File: src/rtl/dcd_pkg.sv
package dcd_pkg;

  // True when a data edge seen at loop phase p is close enough to the
  // bit boundary (phase 0) to need no correction.
  function automatic logic phase_in_window(int unsigned p, int unsigned win,
                                           int unsigned osr);
    return (p <= win) || (p + win >= osr);
  endfunction

  // NRZI decode: no level change across a bit cell is a one.
  function automatic logic nrzi_bit(logic now_lvl, logic prev_lvl);
    return now_lvl == prev_lvl;
  endfunction

  // Next value of a saturating up-counter.
  function automatic int unsigned sat_inc(int unsigned v, int unsigned lim);
    return (v >= lim) ? lim : v + 1;
  endfunction

  // Next value of a down-counter that stops at zero.
  function automatic int unsigned sat_dec(int unsigned v);
    return (v == 0) ? 0 : v - 1;
  endfunction

endpackage

File: src/rtl/dcd_sync.sv
module dcd_sync #(
  parameter int unsigned W      = 1,
  parameter int unsigned STAGES = 2
) (
  input  logic         clk,
  input  logic         rst_n,
  input  logic [W-1:0] d,
  output logic [W-1:0] q
);
  logic [W-1:0] stg [STAGES];

  for (genvar s = 0; s < STAGES; s++) begin : g_stage
    if (s == 0) begin : g_first
      always_ff @(posedge clk) begin
        if (!rst_n) stg[0] <= '0;
        else        stg[0] <= d;
      end
    end else begin : g_next
      always_ff @(posedge clk) begin
        if (!rst_n) stg[s] <= '0;
        else        stg[s] <= stg[s-1];
      end
    end
  end

  assign q = stg[STAGES-1];
endmodule

File: src/rtl/dcd_dpll.sv
module dcd_dpll
  import dcd_pkg::*;
#(
  parameter int unsigned OSR      = 16,
  parameter int unsigned LOCK_WIN = 1
) (
  input  logic clk,
  input  logic rst_n,
  input  logic rxd,
  output logic upd_o,
  output logic bit_o,
  output logic bit_vld_o
);
  localparam int unsigned PW = (OSR > 1) ? $clog2(OSR) : 1;
  localparam logic [PW-1:0] LAST_PH   = PW'(OSR - 1);
  localparam logic [PW-1:0] SAMPLE_PH = PW'(OSR / 2);
  localparam logic [PW-1:0] ALIGN_PH  = PW'(1);

  logic [PW-1:0] phase_q;
  logic          prev_q;
  logic          ref_q;
  logic          upd_q;
  logic          bit_q;
  logic          vld_q;
  logic          edge_w;
  logic          misalign_w;
  logic          sample_w;

  assign edge_w     = rxd ^ prev_q;
  assign misalign_w = edge_w && !phase_in_window(32'(phase_q), LOCK_WIN, OSR);
  assign sample_w   = (phase_q == SAMPLE_PH);

  always_ff @(posedge clk) begin
    if (!rst_n) begin
      phase_q <= '0;
      prev_q  <= 1'b0;
      upd_q   <= 1'b0;
    end else begin
      prev_q <= rxd;
      upd_q  <= misalign_w;
      if (misalign_w)             phase_q <= ALIGN_PH;
      else if (phase_q == LAST_PH) phase_q <= '0;
      else                         phase_q <= phase_q + 1'b1;
    end
  end

  always_ff @(posedge clk) begin
    if (!rst_n) begin
      ref_q <= 1'b0;
      bit_q <= 1'b0;
      vld_q <= 1'b0;
    end else begin
      vld_q <= sample_w;
      if (sample_w) begin
        bit_q <= nrzi_bit(rxd, ref_q);
        ref_q <= rxd;
      end
    end
  end

  assign upd_o     = upd_q;
  assign bit_o     = bit_q;
  assign bit_vld_o = vld_q;
endmodule

File: src/rtl/dcd_quiet_timer.sv
module dcd_quiet_timer
  import dcd_pkg::*;
#(
  parameter int unsigned LIMIT = 160
) (
  input  logic clk,
  input  logic rst_n,
  input  logic restart,
  output logic expired
);
  localparam int unsigned CW = $clog2(LIMIT + 1);
  localparam logic [CW-1:0] LIM = CW'(LIMIT);

  logic [CW-1:0] cnt_q;

  always_ff @(posedge clk) begin
    if (!rst_n)       cnt_q <= '0;
    else if (restart) cnt_q <= '0;
    else              cnt_q <= CW'(sat_inc(32'(cnt_q), LIMIT));
  end

  assign expired = (cnt_q >= LIM);
endmodule

File: src/rtl/dcd_hang_timer.sv
module dcd_hang_timer
  import dcd_pkg::*;
#(
  parameter int unsigned LEN = 768
) (
  input  logic clk,
  input  logic rst_n,
  input  logic trig,
  output logic hold
);
  localparam int unsigned CW = $clog2(LEN + 1);
  localparam logic [CW-1:0] LOAD = CW'(LEN);

  logic [CW-1:0] cnt_q;

  always_ff @(posedge clk) begin
    if (!rst_n)    cnt_q <= '0;
    else if (trig) cnt_q <= LOAD;
    else           cnt_q <= CW'(sat_dec(32'(cnt_q)));
  end

  assign hold = trig || (cnt_q != '0);
endmodule

File: src/rtl/dcd_top.sv
module dcd_top #(
  parameter int unsigned OSR         = 16,
  parameter int unsigned LOCK_WIN    = 1,
  parameter int unsigned QUIET_TICKS = 160,
  parameter int unsigned HANG_TICKS  = 768
) (
  input  logic clk_os,
  input  logic rst_n,
  input  logic rx_nrzi,
  input  logic modem_cd,
  input  logic cd_active_low,
  output logic dcd_hi,
  output logic dcd_lo_n,
  output logic pll_update,
  output logic rx_bit,
  output logic rx_bit_vld
);
  localparam int unsigned NSYNC = 3;

  logic [NSYNC-1:0] async_in;
  logic [NSYNC-1:0] sync_out;
  logic rxd_s;
  logic cd_s;
  logic pol_s;
  logic cd_ok;
  logic raw_det;
  logic hold_det;
  logic det_w;
  logic dcd_hi_q;
  logic dcd_lo_q;

  assign async_in = {cd_active_low, modem_cd, rx_nrzi};

  dcd_sync #(.W(NSYNC), .STAGES(2)) u_sync (
    .clk(clk_os), .rst_n(rst_n), .d(async_in), .q(sync_out)
  );

  assign rxd_s = sync_out[0];
  assign cd_s  = sync_out[1];
  assign pol_s = sync_out[2];
  assign cd_ok = pol_s ? ~cd_s : cd_s;

  dcd_dpll #(.OSR(OSR), .LOCK_WIN(LOCK_WIN)) u_dpll (
    .clk(clk_os), .rst_n(rst_n), .rxd(rxd_s),
    .upd_o(pll_update), .bit_o(rx_bit), .bit_vld_o(rx_bit_vld)
  );

  dcd_quiet_timer #(.LIMIT(QUIET_TICKS)) u_quiet (
    .clk(clk_os), .rst_n(rst_n), .restart(pll_update), .expired(raw_det)
  );

  dcd_hang_timer #(.LEN(HANG_TICKS)) u_hang (
    .clk(clk_os), .rst_n(rst_n), .trig(raw_det), .hold(hold_det)
  );

  assign det_w = hold_det && cd_ok;

  always_ff @(posedge clk_os) begin
    if (!rst_n) begin
      dcd_hi_q <= 1'b0;
      dcd_lo_q <= 1'b1;
    end else begin
      dcd_hi_q <= det_w;
      dcd_lo_q <= ~det_w;
    end
  end

  assign dcd_hi   = dcd_hi_q;
  assign dcd_lo_n = dcd_lo_q;
endmodule

File: config.mk
export PLATFORM = sky130hd
export DESIGN_NAME = dcd_top
export DESIGN_NICKNAME = d
export VERILOG_FILES = /design/src/rtl/dcd_pkg.sv /design/src/rtl/dcd_sync.sv /design/src/rtl/dcd_dpll.sv /design/src/rtl/dcd_quiet_timer.sv /design/src/rtl/dcd_hang_timer.sv /design/src/rtl/dcd_top.sv
export SDC_FILE = /design/constraint.sdc
export NUM_CORES = 1
export LEC_CHECK = 0
export ABC_AREA = 1
export BUFFER_PORTS_ARGS = -buffer_cell sky130_fd_sc_hd__buf_2
export CAP_MARGIN = 20
export CELL_PAD_IN_SITES_DETAIL_PLACEMENT = 1
export CELL_PAD_IN_SITES_GLOBAL_PLACEMENT = 2
export CORE_MARGIN = 2
export CORE_UTILIZATION = 30
export DETAILED_ROUTE_END_ITERATION = 6
export PLACE_DENSITY_LB_ADDON = 0.1
export SLEW_MARGIN = 20
export SYNTH_ARGS = -nofsm -noshare
export SYNTH_HDL_FRONTEND = slang
export SYNTH_SLANG_ARGS = --single-unit
File: constraint.sdc
create_clock -name clk_os -period 2.4 [get_ports clk_os]
set_input_delay 0.48 -clock clk_os [delete_from_list [all_inputs] [get_ports clk_os]]
set_output_delay 0.48 -clock clk_os [all_outputs]
set_load 0.1 [all_outputs]
[Word level (Yosys, flattened, before mapping)]
Memory sizes are Yosys's and may differ from the RTL's.
Index checks and enable logic that the tools add are counted.
Widths: inputs -> output; s select.
Storage, ports and cells
  register bits: 29
  bits in latches: 0
  RAM bits: 6
  memory bits (read-only): 0
  input port bits: 5
  output and inout bits: 5
  word-level logic and storage cells: 52
  memories kept: 1
Memory list
  u_sync.stg: words 2, bits a word 3, read ports 2, clocked after Yosys merged registers in 0, write ports 2, line dcd_sync.sv:10  | logic [W-1:0] stg [STAGES];
Cells by class
  add/sub/neg operators: 4
  multipliers: 0
  div/mod/pow operators: 0
  magnitude comparators: 4
  equality and inequality tests: 3
  shift operators: 0
  multiplexer cells: 10
  bitwise operators: 6
  reductions and logical operators: 11
Operators by type and width (count)
  $ge 32x5->1 const B: 1
  $mux 10: 2
  $ge 8x8->1 const B: 2
  $logic_not 10->1: 1
  $reduce_bool 10->1: 1
  $sub 10x1->10 const B: 1
  $reduce_or 3->1: 3
  $add 8x1->8 const B: 1
  $eq 4x4->1 const B: 2
  $mux 8: 1
  $mux 3: 2
  $add 4x1->5 const B: 1
  $mux 1: 5
  $add 4x1->4 const B: 1
  $le 4x1->1 const B: 1
  $not 1->1: 3
  $logic_and 1x1->1: 2
  $logic_or 1x1->1: 2
  $or 1x1->1: 2
  $reduce_or 2->1: 1
  $eq 1x1->1: 1
  $logic_not 1->1: 1
  $xor 1x1->1: 1

[Depth between registers and ports, before layout]
Gate-level depths: netlist (run 1).
  word-level depth: 6
  gate-level depth with buffers: 7
  depth with buffers taken out: 7

[Cells and area by module]
Synthesis (run 1) repeated with hierarchy kept, for this count alone.
Second synthesis, totals
  cell total of the unflattened synthesis: 198
  area, all modules: 1539.0 um^2
By module, submodules not included
  dcd_hang_timer: instances 1, cells an instance 70, area an instance 509.2 um^2, seq. area each 200.2 um^2
  dcd_dpll: instances 1, cells an instance 50, area an instance 420.4 um^2, seq. area each 180.2 um^2
  dcd_quiet_timer: instances 1, cells an instance 50, area an instance 370.4 um^2, seq. area each 160.2 um^2
  dcd_sync: instances 1, cells an instance 18, area an instance 165.2 um^2, seq. area each 120.1 um^2
  dcd_top: instances 1, cells an instance 10, area an instance 73.8 um^2, seq. area each 40.0 um^2

[Worst setup path before layout (run 1)]
OpenSTA, ideal clock, no wires.
  path type: register -> register
  start: register u_dpll.upd_q (netlist: u_dpll.upd_o)
  end: register u_quiet.cnt_q[3]
  library setup time: 0.118 ns
  data arrival time: 1.325 ns
  data required time: 2.282 ns
  path slack: 0.957 ns
  stages on the path, launching flop included: 6
  path buffers: 0
  clock period less this slack: 1.443 ns
  cell sequence: dfxtp_1 > nor2_2 > nand2_4 > inv_2 > o21ai_2 > a21oi_2
Between the ends
  cells in the longest elaborated chain, start to end: 1
Ends and longest elaborated chain
  from (decl): line dcd_dpll.sv:22  | logic upd_q;
  from (signal assigned): line dcd_dpll.sv:40  | upd_q <= misalign_w;
  $reduce_or 3->1 (no source line)
  to (signal assigned): line dcd_quiet_timer.sv:19  | else cnt_q <= CW'(sat_inc(32'(cnt_q), LIMIT));
  to (decl): line dcd_quiet_timer.sv:14  | logic [CW-1:0] cnt_q;
Every way passes these cells.
A chain may end at the register's enable or synchronous reset.

[Worst setup path after layout (run 1)]
  start: register u_dpll.upd_q (netlist: u_dpll.upd_o)
  end: output port pll_update
RTL lines
  to (decl): line dcd_top.sv:14  | output logic pll_update,
No word-level cell between the ends.

==> out/results.txt, run 1 <==
Detailed-route via count - 1115
Post_cts resized - 0
Boundary Pins - 10
ANT nets after route - 0
Worst Hold Slack - 0.3822 ns
GP Congestion - 0.6892
WP data required - 1.92 ns
DP Cell Count - 259
Mean Syn Cell Area - 8.544 µm²
Ys async rst share - 0%
Top_reg_cell synth - dfxtp_1
First-pass GRT wire length - 4836 µm
Layout cells sized above 1 - 26.40%
Setup violators final - 0
Largest fanout on the critical path - 2
Flops & latches, synth - 35
Mapped Area - 1546 µm²
Post-CTS setup buffers - 0
Most frequent cells in the layout - dfxtp_1 (35), inv_1 (28), nand2_1 (26), nor2_1 (15), nor2_2 (11)
Most common cell after layout, fill and taps aside - dfxtp_1
Post-DP HPWL - 2160 µm
Total negative slack - 0 ns
Grt ovf - 0
Kind of critical path - reg2out
Worst Hold Class - in2reg
Number of diodes - 0
LEAKAGE - 0.8003 nW
Post-synth EDFFs - 0
Crit path DAT - 1.05 ns
Max_cap viols - 0
Fin nets - 208
Max clock buf depth - 2
Num CTS Buffers - 5
Root buffer cell - clkbuf_8
Clk pin slew, worst setup/hold paths - 0.07 ns
Initial antenna violation count - 0
CP startpoint kind - flip-flop
TritonCTS clock tree - done
Routed WL per cell - 10.19 µm
Pre-antenna DRT Iters - 3
Synth cell types - 24
Crit end category - output pin
Sequential share of the synthesized area - 45.31%
Clock Power Share - 24.1%
Row count - 26
Slew margin rel. - 67.73%
Die Y - 75.80 µm
Synthesized Nets - 193
Crit path cell chain - buf_2
Largest delay share family, worst path - buffers and inverters
Int Pwr - 1.059 mW
Die Area - 5745 µm²
Total power - 1.670 mW
Post-route DRC - 0
GRT Util Overall - 11.14%
Fin. max-slew vios - 0
Vias in the first global route - 1185
WL final - 2721 µm
Slowest stage delay, CP - 0.43 ns
Fmax - 652.1 MHz
Final hold viol count - 0
Status - complete, no violations
Yosys warnings - 0
Area Growth Syn to Fin - 13.75%
# port buffers - 9
Min Clock Period, post-route - 1.533 ns
Sink Count - 35
Post-Synthesis Cells - 181
Starting DRT DRC Count - 17
PnR worst setup slack - 0.8666 ns
Core area - 5042 µm²
Largest net degree at the start of global routing - 14
Pwr dens - 949.5 nW/µm²
Buf/Inv on CP - 1
Clk Latency, worst-skew pair - 0.28 ns
Fin crit share - 63.89%
Comb pwr share - 33.1%
Starting Density - 30.67%
Fillers - 611
H-tree levels - 2
Net Sw Frac - 36.59%
Slowest cell on crit path - buf_2
VDD IR max - 0.0002671 V
Chip Width - 75.80 µm
Tightest Pin Transition - 0.4874 ns
Non-filler instance count after layout - 267
Skew final - 0.007347 ns
Hold Buf Count CTS - 0
P_sw - 611.2 µW
RSZ-0062 raised after global routing - false
Pre-CTS WS - 0.9910 ns
Number of vias per cell - 4.176
Sequential share of power - 42.8%
[tightest hold or removal path, cell delays in order]
cell	delay (ns)
buf_2	0.07
nand2_1	0.04
inv_1	0.04
[stage by stage]
stage	util [%]	instance area [µm²]
after floorplan	-	1546
after global placement	33.20	1674
after detailed placement	33.20	1674
after CTS	34.89	1759
after global routing	34.89	1759
final	34.89	1759
[synthesized netlist by cell type, types with 2 or more instances]
library cell / number / share of area, %
dfxtp_1: 35 / 45
inv_1: 28 / 6.8
nand2_1: 26 / 6.3
nor2_1: 15 / 3.6
nor2_2: 11 / 4.5
nand3_1: 9 / 2.9
xor2_1: 8 / 4.5
ha_1: 7 / 5.7
inv_2: 6 / 1.5
o21ai_0: 5 / 1.6
a21oi_2: 4 / 2.3
nor2_4: 4 / 2.9
xnor2_1: 4 / 2.3
a21oi_1: 3 / 0.97
nand2_2: 3 / 1.2
nand3_2: 3 / 1.9
nand2_4: 2 / 1.5
nand4_1: 2 / 0.81
[sequential cells by signal, indices dropped and copies added, names as in the netlist]
| name | count |
|---|---|
| u_dpll.bit_vld_o | 1 |
| dcd_hi | 1 |
| u_dpll.ref_q | 1 |
| u_sync.stg | 6 |
| u_dpll.upd_o | 1 |
| dcd_lo_n | 1 |
| u_dpll.bit_o | 1 |
| u_dpll.prev_q | 1 |
| u_quiet.cnt_q | 8 |
| u_dpll.phase_q | 4 |
| u_hang.cnt_q | 10 |
[cell families after synthesis]
group                      share of synthesized area (%)
DFF                                                45.31
adders and majority gates                          5.663
and+or+nand+nor                                    26.29
xor gates and xnor gates                           6.796
buffers and inverters                              8.576
AOI/OAI and AO/OA                                  7.363
[layout make-up]
cell class,count,area (µm²),area share [%]
Sequential cell,35,700.7,39.83
Inverter,34,127.6,7.255
Multi-Input combinational cell,111,713.2,40.54
Clock buffer,6,72.57,4.125
Clock inverter,2,12.51,0.7112
Tap cell,70,87.58,4.979
Timing Repair Buffer,9,45.04,2.560
[power groups by stage]
| stage | combinational (mW) | sequential, mW | clock, mW |
|---|---|---|---|
| final | 0.553 | 0.715 | 0.403 |
| after global routing | 0.637 | 0.725 | 0.453 |
| after CTS | 0.569 | 0.716 | 0.428 |
| after detailed placement | 0.566 | 0.729 | 0 |
| after global placement | 0.556 | 0.726 | 0 |
| after floorplan | 0.440 | 0.754 | 0 |
[path summary, 6_finish.rpt]
kind,start,to,slack (ns),depth (start not counted)
max,u_dpll.upd_o,pll_update,0.87,1
min,rx_nrzi,u_sync.stg[0][0],0.38,3
max reg2reg,u_dpll.phase_q[0],u_dpll.phase_q[3],1.06,6
min reg2reg,u_sync.stg[0][2],u_sync.stg[1][2],0.42,2
[routing by layer]
layer  track usage, %  up-vias  share of wire [%]
li1                 -      576                  -
met1            11.93      524                 43
met2            20.21       11                 52
met3            3.307        4                3.4
met4            4.678        0                1.3
met5                0        -                  0
No activity file was read; power rests on OpenSTA's default activity.
==> run 2, diff against run 1 <==
Clock period 2.4 ns to 1.6 ns, I/O delays scaled along.
==> out/results.txt, run 2 (synthesized netlist as in run 1, its figures left out) <==
Pwr dens - 1471 nW/µm² (+55%)
Slowest cell on crit path - buf_2
Buf/Inv on CP - 1 (unchanged)
H-tree levels - 2 (unchanged)
Min Clock Period, post-route - 1.410 ns
GP Congestion - 0.7001 (+1.6%)
CP startpoint kind - flip-flop
RSZ-0062 raised after global routing - false
Top routing layer in use - met4
Num CTS Buffers - 5 (unchanged)
Post-CTS setup buffers - 0 (unchanged)
Skew final - 0.005933 ns (-0.001413 ns)
WP data required - 1.28 ns (-0.64 ns)
Core area - 5042 µm² (unchanged)
Crit path DAT - 1.09 ns (+0.04 ns)
Met1 WL - 1190 µm (+1.0%)
Total negative slack - 0 ns (unchanged)
Crit end category - output pin
Starting Density - 30.67% (unchanged)
Root buffer cell - clkbuf_8
Final hold viol count - 0 (unchanged)
Fmax - 709.2 MHz
Max_cap viols - 0 (unchanged)
Fin crit share - 88.12%
Number of vias per cell - 4.146 (-0.72%)
Stages on worst setup path - 1 (unchanged)
Largest register by flop count - u_hang.cnt_q
Pre-antenna DRT Iters - 2 (-1)
Slowest stage delay, CP - 0.44 ns (about the same)
Starting DRT DRC Count - 24 (+7)
Routed WL per cell - 10.49 µm (+2.9%)
Slew margin rel. - 67.67% (about the same)
Post-route DRC - 0 (unchanged)
Boundary Pins - 10 (unchanged)
Worst Hold Slack - 0.2205 ns (-0.1617 ns)
Post-DP HPWL - 2187 µm (+1.2%)
WL final - 2800 µm (+2.9%)
Sink Count - 35 (unchanged)
Post-DP Area - 1674 µm² (unchanged)
Grt ovf - 0 (unchanged)
Clk Latency, worst-skew pair - 0.28 ns (about the same)
# port buffers - 9 (unchanged)
Layout cells sized above 1 - 26.90% (+0.51 points)
Fillers - 611 (unchanged)
Non-Filler Cell Area, Final - 1778 µm² (+1.1%)
Most frequent cells in the layout - dfxtp_1 (35), inv_1 (28), nand2_1 (26), nor2_1 (15), nor2_2 (11)
Hold Buf Count CTS - 0 (unchanged)
Fin. max-slew vios - 0 (unchanged)
GRT Util Overall - 10.81% (-0.33 points)
Row count - 26 (unchanged)
Tightest Pin Transition - 0.4884 ns (+0.001015 ns)
Fin nets - 208 (unchanged)
Clk pin slew, worst setup/hold paths - 0.07 ns (about the same)
Hold Path Cell Cnt - 3 (unchanged)
Initial antenna violation count - 0 (unchanged)
VDD IR max - 0.0004323 V (+62%)
Met2 WL - 1488 µm (+5.2%)
Largest register FFs - 10 (unchanged)
Status - complete, no violations
Largest regs - u_hang.cnt_q (10), u_quiet.cnt_q (8), u_sync.stg (6)
ANT nets after route - 0 (unchanged)
Worst Hold Class - in2reg
Vias in the first global route - 1041 (-12%)
TritonCTS clock tree - done
Largest delay share family, worst path - buffers and inverters
Area of the multi-input gates - 713.2 µm² (unchanged)
Number of diodes - 0 (unchanged)
Area Growth Syn to Fin - 14.97%
Detailed-route via count - 1107 (-0.72%)
Largest net degree at the start of global routing - 14 (unchanged)
DR WL met3 - 80 µm (-13%)
Largest fanout on the critical path - 2 (unchanged)
LEAKAGE - 0.8096 nW (+1.2%)
Chip Width - 75.80 µm (unchanged)
First-pass GRT wire length - 4505 µm (-6.8%)
Most common cell after layout, fill and taps aside - dfxtp_1
Max clock buf depth - 2 (unchanged)
Die Y - 75.80 µm (unchanged)
Worst Reg-to-Reg Cells - 6 (unchanged)
Setup violators final - 0 (unchanged)
Register Area - 700.7 µm² (unchanged)
Crit path cell chain - buf_2
Kind of critical path - reg2out
Post_cts resized - 0 (unchanged)
Die Area - 5745 µm² (unchanged)
## run 2: changes by cell type in the layout (fill, tap and decap cells not counted), sizes merged
| cell | delta |
|---|---|
| clkbuf | +1 |
| clkinv | -1 |
## run 2: stage by stage
| step | utilization (%) | std cells | power [mW] | worst slack, ns |
|---|---|---|---|---|
| after floorplan | - | 181 | 1.791 | 0.1571 |
| after global placement | 33.20 | 259 | 1.920 | 0.3217 |
| after detailed placement | 33.20 | 259 | 1.943 | 0.2864 |
| after CTS | 35.26 | 267 | 2.683 | 0.1582 |
| after global routing | 35.26 | 267 | 2.812 | 0.1412 |
| final | 35.26 | 267 | 2.615 | 0.1900 |
## run 2: layout make-up
| type | count | share of cell area (%) |
|---|---|---|
| Multi-Input combinational cell | 111 | 40.11 |
| Sequential cell | 35 | 39.41 |
| Inverter | 34 | 7.178 |
| Clock buffer | 7 | 5.419 |
| Tap cell | 70 | 4.926 |
| Timing Repair Buffer | 9 | 2.533 |
| Clock inverter | 1 | 0.4222 |
## run 2: worst paths after layout
kind / start / slack (ns) / endpoint
setup / recovery: u_dpll.upd_o / 0.19 / pll_update
hold / removal: cd_active_low / 0.22 / u_sync.stg[0][2]
setup reg to reg: u_dpll.phase_q[0] / 0.30 / u_dpll.phase_q[2]
hold reg to reg: u_sync.stg[0][1] / 0.42 / u_sync.stg[1][1]
## run 2: worst register-to-register path: stages, from the launching register on
cell	delay, ns
dfxtp_1	0.38
inv_1	0.08
ha_1	0.21
o21ai_0	0.16
nand3_1	0.15
nand3_1	0.15
nor2_1	0.06
## run 2: power by group
| part | switching (mW) | internal [mW] | leakage, nW |
|---|---|---|---|
| clock network | 0.314 | 0.392 | 0.0505 |
| registers | 0.0927 | 0.983 | 0.287 |
| logic | 0.534 | 0.300 | 0.472 |
| total | 0.941 | 1.67 | 0.810 |
## run 2: metal layers
metal	global-route usage [%]	up-vias
li1	-	577
met1	11.91	515
met2	18.87	11
met3	3.175	4
met4	5.263	0
met5	0	-
==> run 3, diff against run 2 <==
Settings changed: CELL_PAD_IN_SITES_DETAIL_PLACEMENT 1 to 0, CELL_PAD_IN_SITES_GLOBAL_PLACEMENT 2 to 1, RECOVER_POWER set to 50.
==> out/results.txt, run 3 (synthesized netlist as in run 1, its figures left out) <==
Slew margin rel. - 62.77% (-4.9 points)
Post-CTS setup buffers - 0 (unchanged)
Boundary Pins - 10 (unchanged)
Clk pin slew, worst setup/hold paths - 0.08 ns (about the same)
Buf/Inv on CP - 1 (unchanged)
Final hold viol count - 0 (unchanged)
Initial antenna violation count - 0 (unchanged)
Largest register FFs - 10 (unchanged)
Crit end category - output pin
Routed WL per cell - 9.476 µm (-9.6%)
LEAKAGE - 0.8157 nW (+0.76%)
Largest net degree at the start of global routing - 14 (unchanged)
Starting DRT DRC Count - 34 (+42%)
Largest delay share family, worst path - buffers and inverters
First-pass GRT wire length - 4312 µm (-4.3%)
Worst hold start - rx_nrzi
Hold Buf Count CTS - 0 (unchanged)
Fin nets - 208 (unchanged)
Total negative slack - 0 ns (unchanged)
Row count - 26 (unchanged)
Chip Width - 75.80 µm (unchanged)
Post-DP HPWL - 1929 µm (-12%)
GRT Util Overall - 10.42% (-0.38 points)
CP startpoint kind - flip-flop
Num CTS Buffers - 5 (unchanged)
Largest regs - u_hang.cnt_q (10), u_quiet.cnt_q (8), u_sync.stg (6)
GP Congestion - 0.7246 (+3.5%)
TritonCTS clock tree - done
Min Clock Period, post-route - 1.401 ns (-0.009431 ns)
Post-route DRC - 0 (unchanged)
Root buffer cell - clkbuf_8
Max clock buf depth - 2 (unchanged)
WP data required - 1.28 ns (about the same)
Number of diodes - 0 (unchanged)
Sink Count - 35 (unchanged)
Worst Hold Class - in2reg
Vias in the first global route - 1018 (-2.2%)
RSZ-0062 raised after global routing - false
WL final - 2530 µm (-9.6%)
ANT nets after route - 0 (unchanged)
Slowest stage delay, CP - 0.44 ns (about the same)
Worst reg-to-reg setup slack - 0.31 ns (about the same)
Die Area - 5745 µm² (unchanged)
Post_cts resized - 0 (unchanged)
Fin. max-slew vios - 0 (unchanged)
Kind of critical path - reg2out
Most frequent cells in the layout - dfxtp_1 (35), inv_1 (29), nand2_1 (26), nor2_1 (16), nor2_2 (11)
Fillers - 553 (-9.5%)
VDD IR max - 0.0004894 V (+13%)
Slowest cell on crit path - buf_2
Reg2Reg Capture Point - u_hang.cnt_q[6]
Pre-antenna DRT Iters - 4 (+2)
Status - complete, no violations
Starting Density - 30.67% (unchanged)
Reg-to-Reg Start - u_hang.cnt_q[0]
H-tree levels - 2 (unchanged)
Setup violators final - 0 (unchanged)
Skew final - 0.008452 ns (+0.002519 ns)
Largest fanout on the critical path - 2 (unchanged)
Area Growth Syn to Fin - 15.21%
Clk Latency, worst-skew pair - 0.29 ns (about the same)
Pwr dens - 1508 nW/µm² (+2.5%)
Hold Path Cell Cnt - 3 (unchanged)
# port buffers - 9 (unchanged)
Layout cells sized above 1 - 25.38% (-1.5 points)
Grt ovf - 0 (unchanged)
Detailed-route via count - 1078 (-2.6%)
Fin crit share - 87.53% (-0.59 points)
Number of vias per cell - 4.037 (-2.6%)
Crit path DAT - 1.08 ns (about the same)
Total power - 2.686 mW (+2.7%)
Start point of the critical path - u_dpll.upd_o
Most common cell after layout, fill and taps aside - dfxtp_1
Crit path cell chain - buf_2
Hold EP - u_sync.stg[0][0]
Core area - 5042 µm² (unchanged)
Tightest Pin Transition - 0.5584 ns (+0.07000 ns)
Largest register by flop count - u_hang.cnt_q
Fmax - 714.0 MHz (+0.67%)
Die Y - 75.80 µm (unchanged)
Max_cap viols - 0 (unchanged)
Worst Reg-to-Reg Cells - 7 (+1)
[run 3: changes by cell type in the layout (fill, tap and decap cells not counted)]
cell,previous run,this run
clkinv_4,0,1
inv_1,28,29
clkbuf_1,0,1
nor2_4,4,3
inv_2,6,5
nor2_1,15,16
clkbuf_8,7,5
bufinv_16,0,1
buf_2,9,8
inv_6,0,1
clkinvlp_4,1,0
[run 3: worst max path at each step]
stage,cells past startpoint,to
6_report,1,pll_update
5_1_grt,7,u_quiet.cnt_q[3]
4_1_cts,1,pll_update
3_5_place_dp,7,u_quiet.cnt_q[3]
3_3_place_gp,7,u_quiet.cnt_q[3]
2_1_floorplan,5,u_quiet.cnt_q[3]
[run 3: per-layer routing]
layer / vias to the layer above / share of wire, % / track usage (%)
met1: 476 / 47 / 12.46
met3: 6 / 4.0 / 3.968
met4: 0 / 2.1 / 5.263
li1: 582 / - / -
met2: 14 / 47 / 16.28
met5: - / 0 / 0
[run 3: layout make-up]
| type | count | area [µm²] | area share [%] |
|---|---|---|---|
| inverter | 34 | 127.6 | 7.163 |
| sequential | 35 | 700.7 | 39.33 |
| clock inverter | 3 | 47.55 | 2.669 |
| tap | 70 | 87.58 | 4.916 |
| timing repair buffer | 9 | 43.79 | 2.458 |
| clock buffer | 5 | 68.82 | 3.862 |
| multi-input combinational | 111 | 705.7 | 39.61 |
[run 3: per-stage QoR]
step | hold slack (ns) | setup slack, ns | cells | util [%] | instance area [µm²]
2_1_floorplan | 0.3905 | 0.1571 | 181 | - | 1546
3_3_place_gp | 0.3965 | 0.3333 | 259 | 33.20 | 1674
3_5_place_dp | 0.4023 | 0.3085 | 259 | 33.20 | 1674
4_1_cts | 0.2024 | 0.1817 | 267 | 35.51 | 1790
5_1_grt | 0.2028 | 0.08206 | 267 | 35.34 | 1782
6_report | 0.2089 | 0.1994 | 267 | 35.34 | 1782
[run 3: power breakdown]
part,internal [mW],switching (mW),leakage [nW]
combinational,0.294,0.499,0.470
clock,0.472,0.350,0.0587
sequential,0.982,0.0890,0.287
[run 3: tightest hold or removal path, stage by stage]
cell and delay, ns:
buf_2 0.07, nand2_1 0.04, inv_1 0.04
